--- config.mk ---
export PLATFORM = sky130hd
export DESIGN_NAME = dslot_pc_seq
export DESIGN_NICKNAME = d
export VERILOG_FILES = /design/src/rtl/dsq_pkg.sv /design/src/rtl/dsq_target.sv /design/src/rtl/dsq_resolve.sv /design/src/rtl/dslot_pc_seq.sv
export SDC_FILE = /design/constraint.sdc
export NUM_CORES = 1
export LEC_CHECK = 0
export BUFFER_PORTS_ARGS = -buffer_cell sky130_fd_sc_hd__buf_2
export CAP_MARGIN = 20
export CORE_ASPECT_RATIO = 1.25
export CORE_UTILIZATION = 60
export CTS_CLUSTER_SIZE = 16
export DETAILED_ROUTE_END_ITERATION = 12
export GPL_TIMING_DRIVEN = 0
export PLACE_DENSITY = 0.87
export SYNTH_ARGS = -nofsm -noshare
export SYNTH_HDL_FRONTEND = slang
export SYNTH_SLANG_ARGS = --single-unit
--- constraint.sdc ---
create_clock -name clk -period 5.8 [get_ports clk]
set_input_delay 0.29 -clock clk [delete_from_list [all_inputs] [get_ports clk]]
set_output_delay 0.29 -clock clk [all_outputs]
set_load 0.02 [all_outputs]
--- src/rtl/dsq_pkg.sv ---
package dsq_pkg;

  typedef enum logic [2:0] {
    XF_SEQ  = 3'd0,
    XF_BR   = 3'd1,
    XF_BRL  = 3'd2,
    XF_BRA  = 3'd3,
    XF_JD   = 3'd4,
    XF_JR   = 3'd5,
    XF_RSV6 = 3'd6,
    XF_RSV7 = 3'd7
  } xfer_e;

  typedef struct packed {
    logic adv;    // state moves this cycle
    logic skip;   // likely branch not taken: jump over slot
    logic link;   // return address write
    logic misal;  // refused register jump
  } step_ctl_t;

  function automatic logic is_transfer(xfer_e k);
    return (k == XF_BR) || (k == XF_BRL) || (k == XF_BRA) ||
           (k == XF_JD) || (k == XF_JR);
  endfunction

endpackage

--- src/rtl/dsq_target.sv ---
module dsq_target #(
  parameter int ADDR_W = 32,
  parameter int OFF_W  = 16,
  parameter int IDX_W  = 26
) (
  input  logic [ADDR_W-1:0] npc,
  input  logic [OFF_W-1:0]  offset,
  input  logic [IDX_W-1:0]  index,
  output logic [ADDR_W-1:0] br_tgt,
  output logic [ADDR_W-1:0] jd_tgt
);
  localparam int DISP_W = OFF_W + 2;
  localparam int EXT_W  = ADDR_W - DISP_W;
  localparam int REG_W  = ADDR_W - IDX_W - 2;

  logic [ADDR_W-1:0] disp;

  // byte displacement, sign taken from the top offset bit
  assign disp   = {{EXT_W{offset[OFF_W-1]}}, offset, 2'b00};
  assign br_tgt = npc + disp;

  generate
    if (REG_W > 0) begin : g_region
      assign jd_tgt = {npc[ADDR_W-1 -: REG_W], index, 2'b00};
    end else begin : g_flat
      assign jd_tgt = {index[ADDR_W-3:0], 2'b00};
    end
  endgenerate

endmodule

--- src/rtl/dsq_resolve.sv ---
module dsq_resolve
  import dsq_pkg::*;
#(
  parameter int ADDR_W = 32
) (
  input  logic              step,
  input  xfer_e             kind,
  input  logic              cond,
  input  logic              link_req,
  input  logic [ADDR_W-1:0] reg_val,
  input  logic [ADDR_W-1:0] br_tgt,
  input  logic [ADDR_W-1:0] jd_tgt,
  input  logic [ADDR_W-1:0] nnpc,
  output logic [ADDR_W-1:0] succ,
  output step_ctl_t         ctl
);
  logic taken;
  logic bad_align;

  always_comb begin
    unique case (kind)
      XF_BR, XF_BRL: taken = cond;
      XF_BRA:        taken = 1'b1;
      default:       taken = 1'b0;
    endcase
  end

  always_comb begin
    case (kind)
      XF_BR, XF_BRL, XF_BRA: succ = taken ? br_tgt : nnpc;
      XF_JD:                 succ = jd_tgt;
      XF_JR:                 succ = reg_val;
      default:               succ = nnpc;
    endcase
  end

  assign bad_align = (kind == XF_JR) && (reg_val[1:0] != 2'b00);

  always_comb begin
    ctl.adv   = step && !bad_align;
    ctl.skip  = step && (kind == XF_BRL) && !cond;
    ctl.misal = step && bad_align;
    ctl.link  = step && link_req && is_transfer(kind) && !bad_align;
  end

endmodule

--- src/rtl/dslot_pc_seq.sv ---
module dslot_pc_seq
  import dsq_pkg::*;
#(
  parameter int          ADDR_W    = 32,
  parameter int          OFF_W     = 16,
  parameter int          IDX_W     = 26,
  parameter logic [31:0] RESET_VEC = 32'hBFC0_0000
) (
  input  logic              clk,
  input  logic              rst_n,
  input  logic              step_i,
  input  logic [2:0]        kind_i,
  input  logic              link_i,
  input  logic              cond_i,
  input  logic [OFF_W-1:0]  offset_i,
  input  logic [IDX_W-1:0]  index_i,
  input  logic [ADDR_W-1:0] reg_val_i,
  output logic [ADDR_W-1:0] pc_o,
  output logic [ADDR_W-1:0] npc_o,
  output logic [ADDR_W-1:0] nnpc_o,
  output logic              link_we_o,
  output logic [ADDR_W-1:0] link_data_o,
  output logic              annul_o,
  output logic              misalign_o
);
  localparam logic [ADDR_W-1:0] WORD  = ADDR_W'(4);
  localparam logic [ADDR_W-1:0] VEC0  = ADDR_W'(RESET_VEC);

  logic [ADDR_W-1:0] pc_q, npc_q, nnpc_q, link_data_q;
  logic              link_we_q, annul_q, misal_q;
  logic [ADDR_W-1:0] br_tgt, jd_tgt, succ;
  step_ctl_t         ctl;
  xfer_e             kind;

  assign kind = xfer_e'(kind_i);

  dsq_target #(.ADDR_W(ADDR_W), .OFF_W(OFF_W), .IDX_W(IDX_W)) u_tgt (
    .npc    (npc_q),
    .offset (offset_i),
    .index  (index_i),
    .br_tgt (br_tgt),
    .jd_tgt (jd_tgt)
  );

  dsq_resolve #(.ADDR_W(ADDR_W)) u_res (
    .step     (step_i),
    .kind     (kind),
    .cond     (cond_i),
    .link_req (link_i),
    .reg_val  (reg_val_i),
    .br_tgt   (br_tgt),
    .jd_tgt   (jd_tgt),
    .nnpc     (nnpc_q),
    .succ     (succ),
    .ctl      (ctl)
  );

  always_ff @(posedge clk or negedge rst_n) begin
    if (!rst_n) begin
      pc_q    <= VEC0;
      npc_q   <= VEC0 + WORD;
      nnpc_q  <= VEC0 + WORD + WORD;
      annul_q <= 1'b0;
    end else if (ctl.adv) begin
      annul_q <= ctl.skip;
      if (ctl.skip) begin
        pc_q   <= nnpc_q;
        npc_q  <= nnpc_q + WORD;
        nnpc_q <= nnpc_q + WORD + WORD;
      end else begin
        pc_q   <= npc_q;
        npc_q  <= succ;
        nnpc_q <= succ + WORD;
      end
    end
  end

  always_ff @(posedge clk or negedge rst_n) begin
    if (!rst_n) begin
      link_we_q   <= 1'b0;
      link_data_q <= '0;
      misal_q     <= 1'b0;
    end else begin
      link_we_q <= ctl.link;
      misal_q   <= ctl.misal;
      if (ctl.link) link_data_q <= nnpc_q;
    end
  end

  assign pc_o        = pc_q;
  assign npc_o       = npc_q;
  assign nnpc_o      = nnpc_q;
  assign link_we_o   = link_we_q;
  assign link_data_o = link_data_q;
  assign annul_o     = annul_q;
  assign misalign_o  = misal_q;


  triple_gap_chk: assert property (@(posedge clk) disable iff (!rst_n)
    nnpc_q == npc_q + WORD);


  idle_hold_chk: assert property (@(posedge clk) disable iff (!rst_n)
    !step_i |=> ($stable(pc_q) && $stable(npc_q) && $stable(annul_q)));


  shift_chk: assert property (@(posedge clk) disable iff (!rst_n)
    (ctl.adv && !ctl.skip) |=> (pc_q == $past(npc_q) && !annul_q));


  skip_slot_chk: assert property (@(posedge clk) disable iff (!rst_n)
    (ctl.adv && ctl.skip) |=> (pc_q == $past(nnpc_q) && annul_q));


  misal_hold_chk: assert property (@(posedge clk) disable iff (!rst_n)
    (step_i && kind == XF_JR && reg_val_i[1:0] != 2'b00)
      |=> ($stable(pc_q) && $stable(npc_q) && misal_q && !link_we_q));


  link_addr_chk: assert property (@(posedge clk) disable iff (!rst_n)
    ctl.link |=> (link_we_q && link_data_q == $past(nnpc_q)));


  link_src_chk: assert property (@(posedge clk) disable iff (!rst_n)
    link_we_q |-> $past(step_i && link_i));

endmodule

* Yosys cells after proc, flatten, opt, wreduce, memory -nomap -nowiden *
Cells that the tools add are included.
Widths: inputs -> output; s select.

storage, ports and cells
  register bits = 131
  latch bits = 0
  memory bits (writable) = 0
  memory bits (read-only) = 0
  input bits = 82
  output and inout bits = 131
  logic and storage cells = 39
  memories = 0

operators by class
  add/sub/neg operators = 4
  multipliers = 0
  divide/modulo/power cells = 0
  magnitude comparators = 0
  equality and inequality tests = 5
  shifts and indexed selects = 0
  multiplexer cells = 6
  bitwise operators = 0
  reduce and logical (&&, ||, !) cells = 17

operators by type and width
  cell                   count
  $mux 32                4
  $add 32x3->32 const B  3
  $pmux 32 s3            1
  $add 32x32->32         1
  $logic_and 1x1->1      8
  $eq 3x2->1 const B     2
  $eq 3x3->1 const B     2
  $logic_or 1x1->1       4
  $eq 3x1->1 const B     1
  $reduce_or 3->1        1
  $logic_not 1->1        2
  $pmux 1 s2             1
  $reduce_bool 2->1      1
  $reduce_or 2->1        1

* Logic depth before layout (Yosys ltp) *
  depth in word-level cells = 7
  mapped depth = 15
  mapped depth without buffers = 14

* Modules after synthesis *
Synthesis repeated with hierarchy kept, for this count alone.

unflattened totals
  cell total of the unflattened synthesis = 1229
  area, all modules = 11055.6 µm²

by module, submodules not included
  module        times used  cells an instance  area an instance (µm²)  sequential area each (µm²)
  dslot_pc_seq  1           689                7075.5                  3314.4
  dsq_resolve   1           280                2129.5                  0.0
  dsq_target    1           260                1850.5                  0.0

* Worst setup path before layout *
No wires, ideal clock.

  path type = flip-flop to flip-flop
  from = register npc_q[6] (netlist: npc_o[6])
  to = register nnpc_q[21] (netlist: nnpc_o[21])
  library setup time = 0.127 ns
  data arrival time = 3.520 ns
  data required time = 5.673 ns
  path slack = 2.153 ns
  stages on the path, launching flop included = 13
  path buffers = 0
  clock period less this slack = 3.647 ns
  cells stage by stage = dfrtp_1 > ha_1 > nand2_2 > or3b_4 > a2111oi_4 > nor4_1 > o31ai_2 > o21ai_2 > or4_4 > nor3b_4 > nor4b_4 > xor2_1 > o21ai_1

between the ends
  word-level cells in the longest chain between the ends = 5

ends and longest elaborated chain
  what                    RTL line            text
  from (decl)             dslot_pc_seq.sv:29  logic [ADDR_W-1:0] pc_q, npc_q, nnpc_q, link_data_q;
  from (signal assigned)  dslot_pc_seq.sv:61  npc_q <= VEC0 + WORD;
  from (signal assigned)  dslot_pc_seq.sv:68  npc_q <= nnpc_q + WORD;
  from (signal assigned)  dslot_pc_seq.sv:72  npc_q <= succ;
  $add 32x32->32          dsq_target.sv:20    assign br_tgt = npc + disp;
  $mux 32                 dsq_resolve.sv:30   XF_BR, XF_BRL, XF_BRA: succ = taken ? br_tgt : nnpc;
  $pmux 32 s3             dsq_resolve.sv:29   case (kind)
  $add 32x3->32           dslot_pc_seq.sv:73  nnpc_q <= succ + WORD;
  $mux 32                 dslot_pc_seq.sv:66  if (ctl.skip) begin
  to (signal assigned)    dslot_pc_seq.sv:62  nnpc_q <= VEC0 + WORD + WORD;
  to (signal assigned)    dslot_pc_seq.sv:69  nnpc_q <= nnpc_q + WORD + WORD;
  to (signal assigned)    dslot_pc_seq.sv:73
  to (decl)               dslot_pc_seq.sv:29

No other way between the ends.
A chain may end at the register's enable or synchronous reset.

* Worst setup path in the final report *
  from = register npc_q[2] (netlist: npc_o[2])
  to = register nnpc_q[27] (netlist: nnpc_o[27])

The elaborated chain is that of the path after synthesis.

==> impl_metrics.py <==
metrics = {
    "sta": {
        "finalMaxSlewViolations": 0,
        "hold_violations": 0,
        "rsz0062_at_grt": "no",
        "holdWs_ns": 0.259,
        "period_share_pct": 86.6,
        "setup_ws_ns": 0.777,
        "fin_crit_ns": 5.02,
        "setup-tns-final_ns": 0,
        "finClkSkew_ns": 0.0106,
        "final-setup-viol-count": 0,
        "maxSlewHeadroom_pct": 28.4,
        "worst_pin_slew_ns": 1.07,
        "max_clock_freq_ghz": 0.199,
    },
    "worst_setup_path": {
        "critPathLaunch": "npc_o[2]$_DFFE_PN1P_",
        "crit_top_cell": "xnor2_1",
        "ff2ff_path_depth": 13,
        "worstSetupStartpointType": "flop",
        "critPathCapture": "nnpc_o[27]$_DFFE_PN1P_",
        "cp_max_fo": 7,
        "reg2reg_to": "nnpc_o[27]$_DFFE_PN1P_",
        "cp_slowest_cell": "nor3b_4",
        "crit_chain": "ha_1 > fa_1 > nand3_1 > and2_1 > xnor2_1 > a2111oi_1 > or3_4 > or3_1 > nor4_2 > nor3b_4 > nand4b_1 > xnor2_1 > o21ai_0",
        "worst_path_largest_cell_delay_ns": 0.59,
        "path_delay_family": "simple AND/OR/NAND/NOR gates",
        "crit_required_ns": 6.14,
        "rrSetupSlack_ns": 0.78,
        "worstSetupPathType": "flop to flop",
        "cp_num_cells": 13,
        "path_buf_inv": 0,
        "timing.rr.start": "npc_o[2]$_DFFE_PN1P_",
        "critPathArrivalTime_ns": 5.37,
        "end_kind": "flop",
    },
    "placed_design": {
        "dp.final_hpwl_um": 28800,
        "place_congestion": 0.991,
        "dp_slack_ns": 1.30,
        "portBuffers": 209,
    },
    "clocking": {
        "cts_max_level": 4,
        "clock_sinks": 131,
        "clockRootBuffer": "clkbuf_16",
        "cts_tree": "done",
        "clk_pin_slew_ns": 0.06,
        "numCtsBuffers": 17,
        "cts_hold_buffers": 1,
        "insertion_delay_ns": 0.44,
        "post_cts.repair.setup_buffers": 0,
        "cts_resized": 0,
        "cts_buffer_depth": 2,
    },
    "drt": {
        "drtAntennaViolNets": 0,
        "dr.pass1.iters": 5,
        "totalWireLength_um": 38400,
        "routed_via_density": 6.80,
        "vias": 10942,
        "remaining_drc_errors": 0,
        "wl_per_cell_um": 23.9,
        "first_iter_violations": 1473,
    },
    "logic_synthesis": {
        "synth_seq_area_share_pct": 34.4,
        "syn_area_per_cell_um2": 8.33,
        "synthArstFlopShare_pct": 100,
        "synth_flop_cell": "dfrtp_1",
        "yosysUniqueCellTypes": 93,
        "synth-seq-cells": 131,
        "ys_warn_count": 0,
        "synthCells": 1155,
        "synth_area_um2": 9630,
        "synth_edf_count": 0,
        "synth_nets": 1269,
    },
    "run": {
        "maxCapViolCount": 0,
    },
    "global_routing": {
        "grt_use_total_pct": 46.4,
        "gr-total-overflow": 0,
        "grt_pass1_vias": 10076,
        "antenna_found_initial": 0,
        "grt_pass1_wl_um": 56600,
        "grt_max_degree": 80,
    },
    "final_layout": {
        "fin_nets": 1499,
        "fillerInstances": 1212,
        "drive_gt1_share_pct": 26.0,
        "n_antenna_cell": 0,
        "area_delta_synth_final_pct": 19.9,
    },
    "pwr": {
        "p_leak_nw": 5.24,
        "peakVddDrop_mv": 0.271,
        "combPwrFrac_pct": 45.1,
        "netSwitchingFraction_pct": 44.2,
        "clock_power_share_pct": 23.1,
        "powerDensity_nw_per_um2": 397,
        "p_int_mw": 2.56,
        "switchingPower_mw": 2.03,
        "seqPwrFrac_pct": 31.8,
    },
    "die": {
        "rows": 51,
        "coreArea_um2": 15600,
        "die_h_um": 144,
        "die_x_um": 115,
        "dieArea_um2": 16600,
        "initial_core_util_pct": 61.6,
        "io_pins": 213,
    },
    "min_path": {
        "min_path_type": "input pin to flop",
    },
    "run_status": {
        "status": "completed",
    },
}
## final cells by class
| cell class | count | area (um2) | share of cell area, % |
|---|---|---|---|
| Buffer | 82 | 375 | 3.25 |
| Clock buffer | 22 | 454 | 3.93 |
| Clock inverter | 10 | 110 | 0.954 |
| Inverter | 21 | 78.8 | 0.683 |
| Multi-Input combinational cell | 921 | 5860 | 50.7 |
| Sequential cell | 131 | 3310 | 28.7 |
| Tap cell | 212 | 265 | 2.30 |
| Timing Repair Buffer | 211 | 1090 | 9.44 |
## synthesized netlist by cell type (all sizes together), types with 6 or more instances
cell type  count  area share (%)
o21ai        118             6.2
nor2          60             2.3
nor3          22             1.4
nand3         33             1.7
a22oi         35             2.8
a211oi         9            0.70
and3          11            0.71
clkbuf        56             2.2
dfstp         29             7.9
xor2          19             1.7
mux2          38             4.4
o22ai         18             1.2
a21o          14             1.1
a31oi         14            0.91
nor3b          6            0.58
a21oi         93             4.9
nand2        191             7.6
mux2i         15             1.6
a211o          8            0.74
nand2b        12            0.78
o211ai        11            0.86
nand4         24             1.6
xnor2         28             2.5
or3           10            0.70
nor4           7            0.74
inv           21            0.82
and2           6            0.39
ha            31             4.0
buf           24             1.5
or2            6            0.39
dfrtp        102              27
## layout by cell type, fill, tap and decap left out, types with 19 or more instances in the layout
| master | synthesis | layout |
|---|---|---|
| a21oi_1 | 92 | 92 |
| a22oi_1 | 34 | 34 |
| buf_2 | 13 | 221 |
| clkbuf_1 | 54 | 58 |
| dfrtp_1 | 102 | 102 |
| dfstp_2 | 29 | 29 |
| ha_1 | 31 | 31 |
| inv_1 | 21 | 21 |
| mux2_2 | 38 | 38 |
| nand2_1 | 188 | 188 |
| nand3_1 | 33 | 33 |
| nand4_1 | 24 | 24 |
| nor2_1 | 60 | 60 |
| nor3_1 | 19 | 19 |
| o21ai_0 | 114 | 114 |
| xnor2_1 | 28 | 28 |
| xor2_1 | 19 | 19 |
## per-stage QoR
step,instances,total power [mW],cell area (um2),utilization [%]
after floorplan,1155,2.74,9630,-
after global placement,1576,3.41,10900,70.0
after detailed placement,1577,3.46,11000,70.2
after CTS,1610,4.52,11500,73.9
after global routing,1610,4.78,11500,73.9
final,1610,4.59,11500,73.9
## metal layers
layer | track usage [%] | vias to the layer above | share of wire [%]
met4 | 31.8 | 0 | 7.5
met3 | 10.1 | 207 | 9.7
met5 | 0 | - | 0
met1 | 54.0 | 5223 | 36
li1 | - | 4712 | -
met2 | 76.2 | 800 | 47
## worst min path at each step
stage / start / endpoint / slack [ns] / depth (start not counted)
finish: step_i / misalign_o$_DFF_PN0_ / 0.26 / 3
global route: reg_val_i[0] / npc_o[0]$_DFFE_PN0P_ / 0.26 / 3
CTS: reg_val_i[0] / npc_o[0]$_DFFE_PN0P_ / 0.24 / 3
detailed placement: rst_n / pc_o[12]$_DFFE_PN0P_ / 0.27 / 1
global placement: annul_o$_DFFE_PN0P_ / annul_o$_DFFE_PN0P_ / 0.46 / 2
floorplan: rst_n / annul_o$_DFFE_PN0P_ / -0.006 / 0
## kinds of logic after synthesis
kind of cell / synth area share [%]
compound gates: 25.5
xor+xnor: 4.28
fa+ha+maj: 4.35
buf+inv: 4.72
flops: 34.4
mux: 6.00
simple gates: 20.8
## registers in the layout, summed over array words and instances (netlist names)
name         cells
npc_o           32
nnpc_o          32
link_data_o     32
pc_o            32
annul_o          1
link_we_o        1
misalign_o       1
## power by group through the flow
stage                     logic (mW)  registers (mW)  clock network (mW)
after floorplan                 1.03            1.71                   0
after CTS                       2.02            1.44                1.06
final                           2.07            1.46                1.06
after global routing            2.21            1.48                1.09
after detailed placement        2.01            1.46                   0
after global placement          1.97            1.44                   0
## tightest hold or removal path: stages
cell	delay, ns
buf_2	0.15
inv_1	0.14
nor2_1	0.07
(Power assumes the default switching activity.)
